**src/rtl/sed_pkg.sv**
```systemverilog
package sed_pkg;

    typedef enum logic [1:0] {
        PH_IDLE = 2'd0,
        PH_GAP  = 2'd1,
        PH_SLOT = 2'd2
    } phase_e;

endpackage

```
**src/rtl/sed_sync.sv**
```systemverilog
module sed_sync (
    input  logic clk_i,
    input  logic rst_ni,
    input  logic din_i,
    output logic edge_o
);
    typedef struct packed {
        logic [1:0] ff;
        logic       prev;
    } sync_t;

    sync_t st_d, st_q;

    always_comb begin
        st_d      = st_q;
        st_d.ff   = {st_q.ff[0], din_i};
        st_d.prev = st_q.ff[1];
    end

    always_ff @(posedge clk_i or negedge rst_ni) begin
        if (!rst_ni) st_q <= '0;
        else         st_q <= st_d;
    end

    assign edge_o = st_q.ff[1] ^ st_q.prev;
endmodule

```
**src/rtl/sed_tick.sv**
```systemverilog
module sed_tick #(
    parameter int TICK_DIV = 32
) (
    input  logic clk_i,
    input  logic rst_ni,
    input  logic clr_i,
    output logic tick_o
);
    localparam int DW = $clog2(TICK_DIV);

    logic [DW-1:0] div_d, div_q;
    logic          wrap;

    assign wrap = (div_q == DW'(TICK_DIV - 1));

    always_comb begin
        if (clr_i || wrap) div_d = '0;
        else               div_d = div_q + 1'b1;
    end

    always_ff @(posedge clk_i or negedge rst_ni) begin
        if (!rst_ni) div_q <= '0;
        else         div_q <= div_d;
    end

    assign tick_o = wrap && !clr_i;
endmodule

```
**src/rtl/sed_edge_cnt.sv**
```systemverilog
module sed_edge_cnt #(
    parameter int CNT_W = 8
) (
    input  logic             clk_i,
    input  logic             rst_ni,
    input  logic             clr_i,
    input  logic             inc_i,
    output logic [CNT_W-1:0] cnt_o
);
    logic [CNT_W-1:0] cnt_d, cnt_q;

    always_comb begin
        cnt_d = cnt_q;
        if (clr_i)                      cnt_d = '0;
        else if (inc_i && !(&cnt_q))    cnt_d = cnt_q + 1'b1;
    end

    always_ff @(posedge clk_i or negedge rst_ni) begin
        if (!rst_ni) cnt_q <= '0;
        else         cnt_q <= cnt_d;
    end

    assign cnt_o = cnt_q;
endmodule

```
**src/rtl/subcar_edge_demod.sv**
```systemverilog
module subcar_edge_demod
    import sed_pkg::*;
#(
    parameter int TICK_DIV   = 32,
    parameter int GAP_TICKS  = 490,
    parameter int SLOT_TICKS = 150,
    parameter int LO_EDGES   = 20,
    parameter int HI_EDGES   = 60,
    parameter int MAX_BITS   = 32,
    parameter int CNT_W      = 8,
    localparam int IW        = $clog2(MAX_BITS + 1)
) (
    input  logic                clk_i,
    input  logic                rst_ni,
    input  logic                start_i,
    input  logic [IW-1:0]       len_i,
    input  logic                decrypt_i,
    input  logic [MAX_BITS-1:0] key_i,
    input  logic                din_i,
    output logic [MAX_BITS-1:0] data_o,
    output logic                done_o
);
    localparam int SPAN = (GAP_TICKS > SLOT_TICKS) ? GAP_TICKS : SLOT_TICKS;
    localparam int TW   = $clog2(SPAN);

    typedef struct packed {
        phase_e              phase;
        logic [TW-1:0]       tick_cnt;
        logic [IW-1:0]       bit_idx;
        logic [IW-1:0]       nbits;
        logic                dec;
        logic [MAX_BITS-1:0] key;
        logic [MAX_BITS-1:0] acc;
        logic [MAX_BITS-1:0] data;
        logic                done;
    } state_t;

    state_t st_d, st_q;

    logic             edge_pulse;
    logic             tick;
    logic             tick_clr;
    logic             cnt_clr;
    logic             slot_end;
    logic [CNT_W-1:0] edge_cnt;
    logic             slot_bit;
    logic [MAX_BITS-1:0] key_mask;
    logic [MAX_BITS-1:0] acc_next;

    sed_sync u_sync (
        .clk_i  (clk_i),
        .rst_ni (rst_ni),
        .din_i  (din_i),
        .edge_o (edge_pulse)
    );

    assign tick_clr = start_i || (st_q.phase == PH_IDLE);

    sed_tick #(.TICK_DIV(TICK_DIV)) u_tick (
        .clk_i  (clk_i),
        .rst_ni (rst_ni),
        .clr_i  (tick_clr),
        .tick_o (tick)
    );

    assign slot_end = (st_q.phase == PH_SLOT) && tick &&
                      (st_q.tick_cnt == TW'(SLOT_TICKS - 1));
    assign cnt_clr  = start_i || slot_end || (st_q.phase != PH_SLOT);

    sed_edge_cnt #(.CNT_W(CNT_W)) u_cnt (
        .clk_i  (clk_i),
        .rst_ni (rst_ni),
        .clr_i  (cnt_clr),
        .inc_i  (edge_pulse && (st_q.phase == PH_SLOT)),
        .cnt_o  (edge_cnt)
    );

    // Window decision on the count gathered over the slot
    assign slot_bit = (edge_cnt > CNT_W'(LO_EDGES)) && (edge_cnt < CNT_W'(HI_EDGES));

    always_comb begin
        for (int i = 0; i < MAX_BITS; i++) begin
            key_mask[i] = (i < int'(st_q.nbits));
            acc_next[i] = (i == int'(st_q.bit_idx)) ? slot_bit : st_q.acc[i];
        end
    end

    always_comb begin
        st_d      = st_q;
        st_d.done = 1'b0;
        if (start_i) begin
            st_d.phase    = PH_GAP;
            st_d.tick_cnt = '0;
            st_d.bit_idx  = '0;
            st_d.nbits    = (len_i > IW'(MAX_BITS)) ? IW'(MAX_BITS) : len_i;
            st_d.dec      = decrypt_i;
            st_d.key      = key_i;
            st_d.acc      = '0;
            st_d.data     = '0;
        end else begin
            unique case (st_q.phase)
                PH_GAP: begin
                    if (tick) begin
                        if (st_q.tick_cnt == TW'(GAP_TICKS - 1)) begin
                            st_d.tick_cnt = '0;
                            if (st_q.nbits == '0) begin
                                st_d.phase = PH_IDLE;
                                st_d.data  = '0;
                                st_d.done  = 1'b1;
                            end else begin
                                st_d.phase = PH_SLOT;
                            end
                        end else begin
                            st_d.tick_cnt = st_q.tick_cnt + 1'b1;
                        end
                    end
                end
                PH_SLOT: begin
                    if (tick) begin
                        if (slot_end) begin
                            st_d.tick_cnt = '0;
                            st_d.acc      = acc_next;
                            st_d.bit_idx  = st_q.bit_idx + 1'b1;
                            if (st_q.bit_idx + 1'b1 == st_q.nbits) begin
                                st_d.phase = PH_IDLE;
                                st_d.data  = acc_next ^ (st_q.dec ? (st_q.key & key_mask) : '0);
                                st_d.done  = 1'b1;
                            end
                        end else begin
                            st_d.tick_cnt = st_q.tick_cnt + 1'b1;
                        end
                    end
                end
                default: ;
            endcase
        end
    end

    always_ff @(posedge clk_i or negedge rst_ni) begin
        if (!rst_ni) st_q <= '{phase: PH_IDLE, default: '0};
        else         st_q <= st_d;
    end

    assign data_o = st_q.data;
    assign done_o = st_q.done;
endmodule

```
**config.mk**
```make
export PLATFORM = sky130hd
export DESIGN_NAME = subcar_edge_demod
export DESIGN_NICKNAME = d
export VERILOG_FILES = /design/src/rtl/sed_pkg.sv /design/src/rtl/sed_sync.sv /design/src/rtl/sed_tick.sv /design/src/rtl/sed_edge_cnt.sv /design/src/rtl/subcar_edge_demod.sv
export SDC_FILE = /design/constraint.sdc
export NUM_CORES = 1
export LEC_CHECK = 0
export BUFFER_PORTS_ARGS = -buffer_cell sky130_fd_sc_hd__buf_2
export CAP_MARGIN = 10
export CORE_MARGIN = 5
export CORE_UTILIZATION = 40
export DETAILED_ROUTE_END_ITERATION = 6
export GPL_TIMING_DRIVEN = 0
export PLACE_DENSITY = 0.57
export SLEW_MARGIN = 20
export SYNTH_ARGS = -nofsm -noshare
export SYNTH_HDL_FRONTEND = slang
export SYNTH_SLANG_ARGS = --single-unit
```
**constraint.sdc**
```tcl
create_clock -name clk_i -period 5.7 [get_ports clk_i]
set_input_delay 0.57 -clock clk_i [delete_from_list [all_inputs] [get_ports clk_i]]
set_output_delay 0.57 -clock clk_i [all_outputs]
set_load 0.02 [all_outputs]
```
==> metrics.md <==
| Metric | Value |
|---|---|
| H-tree depth | 4 |
| Wire length per cell | between 15 and 20 um |
| Routed WL | between 15000 and 20000 um |
| Starting DRT DRC Count | 473 |
| Post-route DRC | 0 |
| RSZ-0062 raised after global routing | false |
| Share of the synthesized area in the top cell type | approximately 46% |
| Async S/R FF share, synth | 100% |
| Number of port buffers | 74 |
| Largest net degree at the start of global routing | 83 |
| Core box area | between 15000 and 20000 um^2 |
| Chip Width | about 150 um |
| Tightest Pin Transition | a little under 0.8 ns |
| Outcome | complete, no violations |
| Fillers | 1735 |
| TritonCTS buffer count | 17 |
| Final GP Congestion | about 0.85 |
| Antenna violations before repair | 0 |
| Initial Utilization | 40.4% |
| CP Cell Sequence | ha_1 -> and3_1 -> ha_1 -> nor3b_2 -> nand4_2 -> clkbuf_1 -> clkbuf_1 -> a21oi_1 -> o21ai_0 -> o21ai_0 |
| Area of the die | 21600 um^2 |
| Clk Latency, worst-skew pair | between 0.4 and 0.5 ns |
| CP Data Arrival Time | 3.15 ns |
| Final #Nets | 889 |
| Min Tclk post-route | about 2.9 ns |
| Max layer used | met4 |
| CTS tree | built |
| Power Dens Cells | between 200 and 300 nW/um^2 |
| DR WL met3 | roughly 1200 um |
| Netlist Area Pre-Place | ~7500 um^2 |
| CTS Buffer Depth | 2 |
| Leakage power | 3.98 nW |
| Distinct cell type count after synthesis | 51 |
| Num ports | between 70 and 80 |
| Setup Skew | between 0.005 and 0.006 ns |
| Vias after detailed routing | around 5.7k |
| Non-filler instance count after layout | ~1.1k |
| Number of synthesized register bits | 137 |
| Met2 WL | about 8900 um |
| IR drop worst, VDD | 0.198 mV |
| Met1 Routed Length | ~9000 um |
| Area delta synth->final | 16.9% |
| Post-route clock period utilization | 50.1% |
| Post-synth EDFFs | 0 |
| Syn. warnings | 0 |
| Final number of setup-violating endpoints | 0 |
| Number of global-route vias before repair | just under 6k |
| Max Slew Vio Count | 0 |
| Hold Vio Cnt, Final | 0 |
| CP max-delay cell | clkbuf_1 |
| Worst hold path class | primary input to asynchronous set/reset pin |
| CTS resizes | 0 |
| Post-synthesis sequential area ratio | between 40% and 50% |
| First-pass GRT wire length | 31300 um |
| Reg area | between 3000 and 4000 um^2 |
| Layout cell share with drive strength beyond 1 | between 20% and 30% |
| DR vias/cell | around 5.3 |
| Max_cap viols | 0 |
| Startpoint Class | flop |
| Dpl cells | 1048 |
| HPWL after DPL | approximately 15000 um |
| Gr usage total | between 10% and 20% |
| Syn avg cell area | 10.2 um^2 |
| Commonest non-fill, non-tap cell in the layout | dfrtp_1 |
| GRT overflow | 0 |
| Post-route setup TNS | 0 ns |
| Synth area leaders | dfrtp_1 46%, a22o_1 6.1%, mux2_2 5.1% |
| Crit. End Element | flop |
| Crit path kind | flop to flop |
| Ant diodes | 0 |
| Dominant synthesized flop cell | dfrtp_1 |
| Antenna viol nets, final | 0 |
| Synth area leader | dfrtp_1 |
| Crit path max fanout | 10 |
| Area of the multi-input gates | 3550 um^2 |
| Required @ worst endpoint | around 6 ns |
| Post-Synthesis Net Count | a little under 800 |
| Setup Fix Bufs, Post-CTS | 0 |
| Post-Synthesis Cells | between 700 and 800 |
| Cell Rows | 50 |
| Max stage delay on crit path | between 0.4 and 0.5 ns |
| Root Driver | clkbuf_16 |
| Hold_buf cts | 0 |
| DR pass1 iterations | 5 |
| Fmax achieved | about 350 MHz |
| Clock slew at the register clock pins of the worst setup and hold paths | roughly 0.060 ns |
| Slew headroom | between 40 and 50% |
| Most frequent cells in the layout | 137 x dfrtp_1, 85 x buf_2, 62 x o21ai_0 |
| Sink Count | 137 |
| Die height | about 150 um |
## synthesized netlist by cell type, drive strengths merged, types with 3 or more instances
cell type / instances
mux2: 34
buf: 54
nand4: 9
nor3: 7
xnor2: 28
nand3: 19
nand2: 48
nand2b: 6
inv: 16
a21o: 3
dfrtp: 137
nor2b: 10
nor2: 59
a21oi: 33
o211ai: 10
clkbuf: 23
and2: 6
and3: 4
xor2: 28
ha: 13
mux2i: 32
nand3b: 11
nor3b: 6
o21ai: 73
a22o: 52
## cells by family (layout without fill, tap and decap cells)
kind of cell	count (synthesis)	count (layout)	synth area share (%)
compound gates	177	177	15.5
xor+xnor	56	56	6.53
fa+ha+maj	13	13	2.17
buf+inv	93	198	7.05
flops	137	137	45.7
mux	66	66	9.37
simple gates	197	197	13.7
## cell type report
cell class	instances	area share [%]
clock buffers	18	5.00
plain buffers	77	5.35
inverters	16	0.684
multi-input cells	509	40.5
flip-flops and latches	137	39.1
repair buffers	75	4.65
well taps	234	3.34
clock inverters	12	1.45
## stage by stage
stage | util [%] | setup slack (ns) | cell area [um^2] | hold slack [ns] | power (mW)
floorplan | - | 3.42 | 7510 | 0.274 | 1.24
detailed placement | 44.2 | 2.86 | 8210 | 0.345 | 1.34
global route | 47.2 | 2.66 | 8770 | 0.0839 | 2.50
CTS | 47.2 | 2.84 | 8770 | 0.0703 | 2.42
finish | 47.2 | 2.84 | 8770 | 0.0520 | 2.40
global placement | 44.0 | 2.17 | 8170 | 0.342 | 1.33
## layer usage
layer / vias to the layer above / GRT usage [%]
li1: 2754 / -
met1: 2774 / 24.8
met2: 154 / 28.6
met3: 24 / 5.24
met4: 0 / 5.50
met5: - / 0
## power by group
group          internal, mW  switching (mW)  total [mW]
registers              1.01          0.0295        1.04
clock network         0.648           0.424        1.07
logic                 0.109           0.177       0.285
## path summary, 6_finish.rpt
kind	from	end	slack, ns	depth (start not counted)
hold / removal	rst_ni	st_q[112]	0.05	1
hold reg to reg	u_sync.st_d[2]	u_sync.st_d[0]	0.35	0
setup / recovery	u_tick.div_q[0]	st_q[49]	2.84	10
setup reg to reg	u_tick.div_q[0]	st_q[49]	2.84	10
min in group clk_i	din_i	u_sync.st_d[2]	0.25	1
max in group asynchronous	rst_ni	data_o[18]	4.90	2
## registers in the layout, indices dropped and copies added (netlist names)
| signal | cells |
|---|---|
| st_q | 88 |
| data_o | 32 |
| u_cnt.cnt_o | 8 |
| u_tick.div_q | 5 |
| u_sync.st_d | 2 |
| done_o | 1 |
| u_sync.st_q | 1 |
## worst max-delay path, delay by kind of cell (launching register included)
family	cells	cell delay, ns
buffers and inverters	2	0.92
and+or+nand+nor	3	0.56
DFF	1	0.40
AOI/OAI and AO/OA	3	0.39
adders and majority gates	2	0.45
No activity file was read; power rests on OpenSTA's default activity.
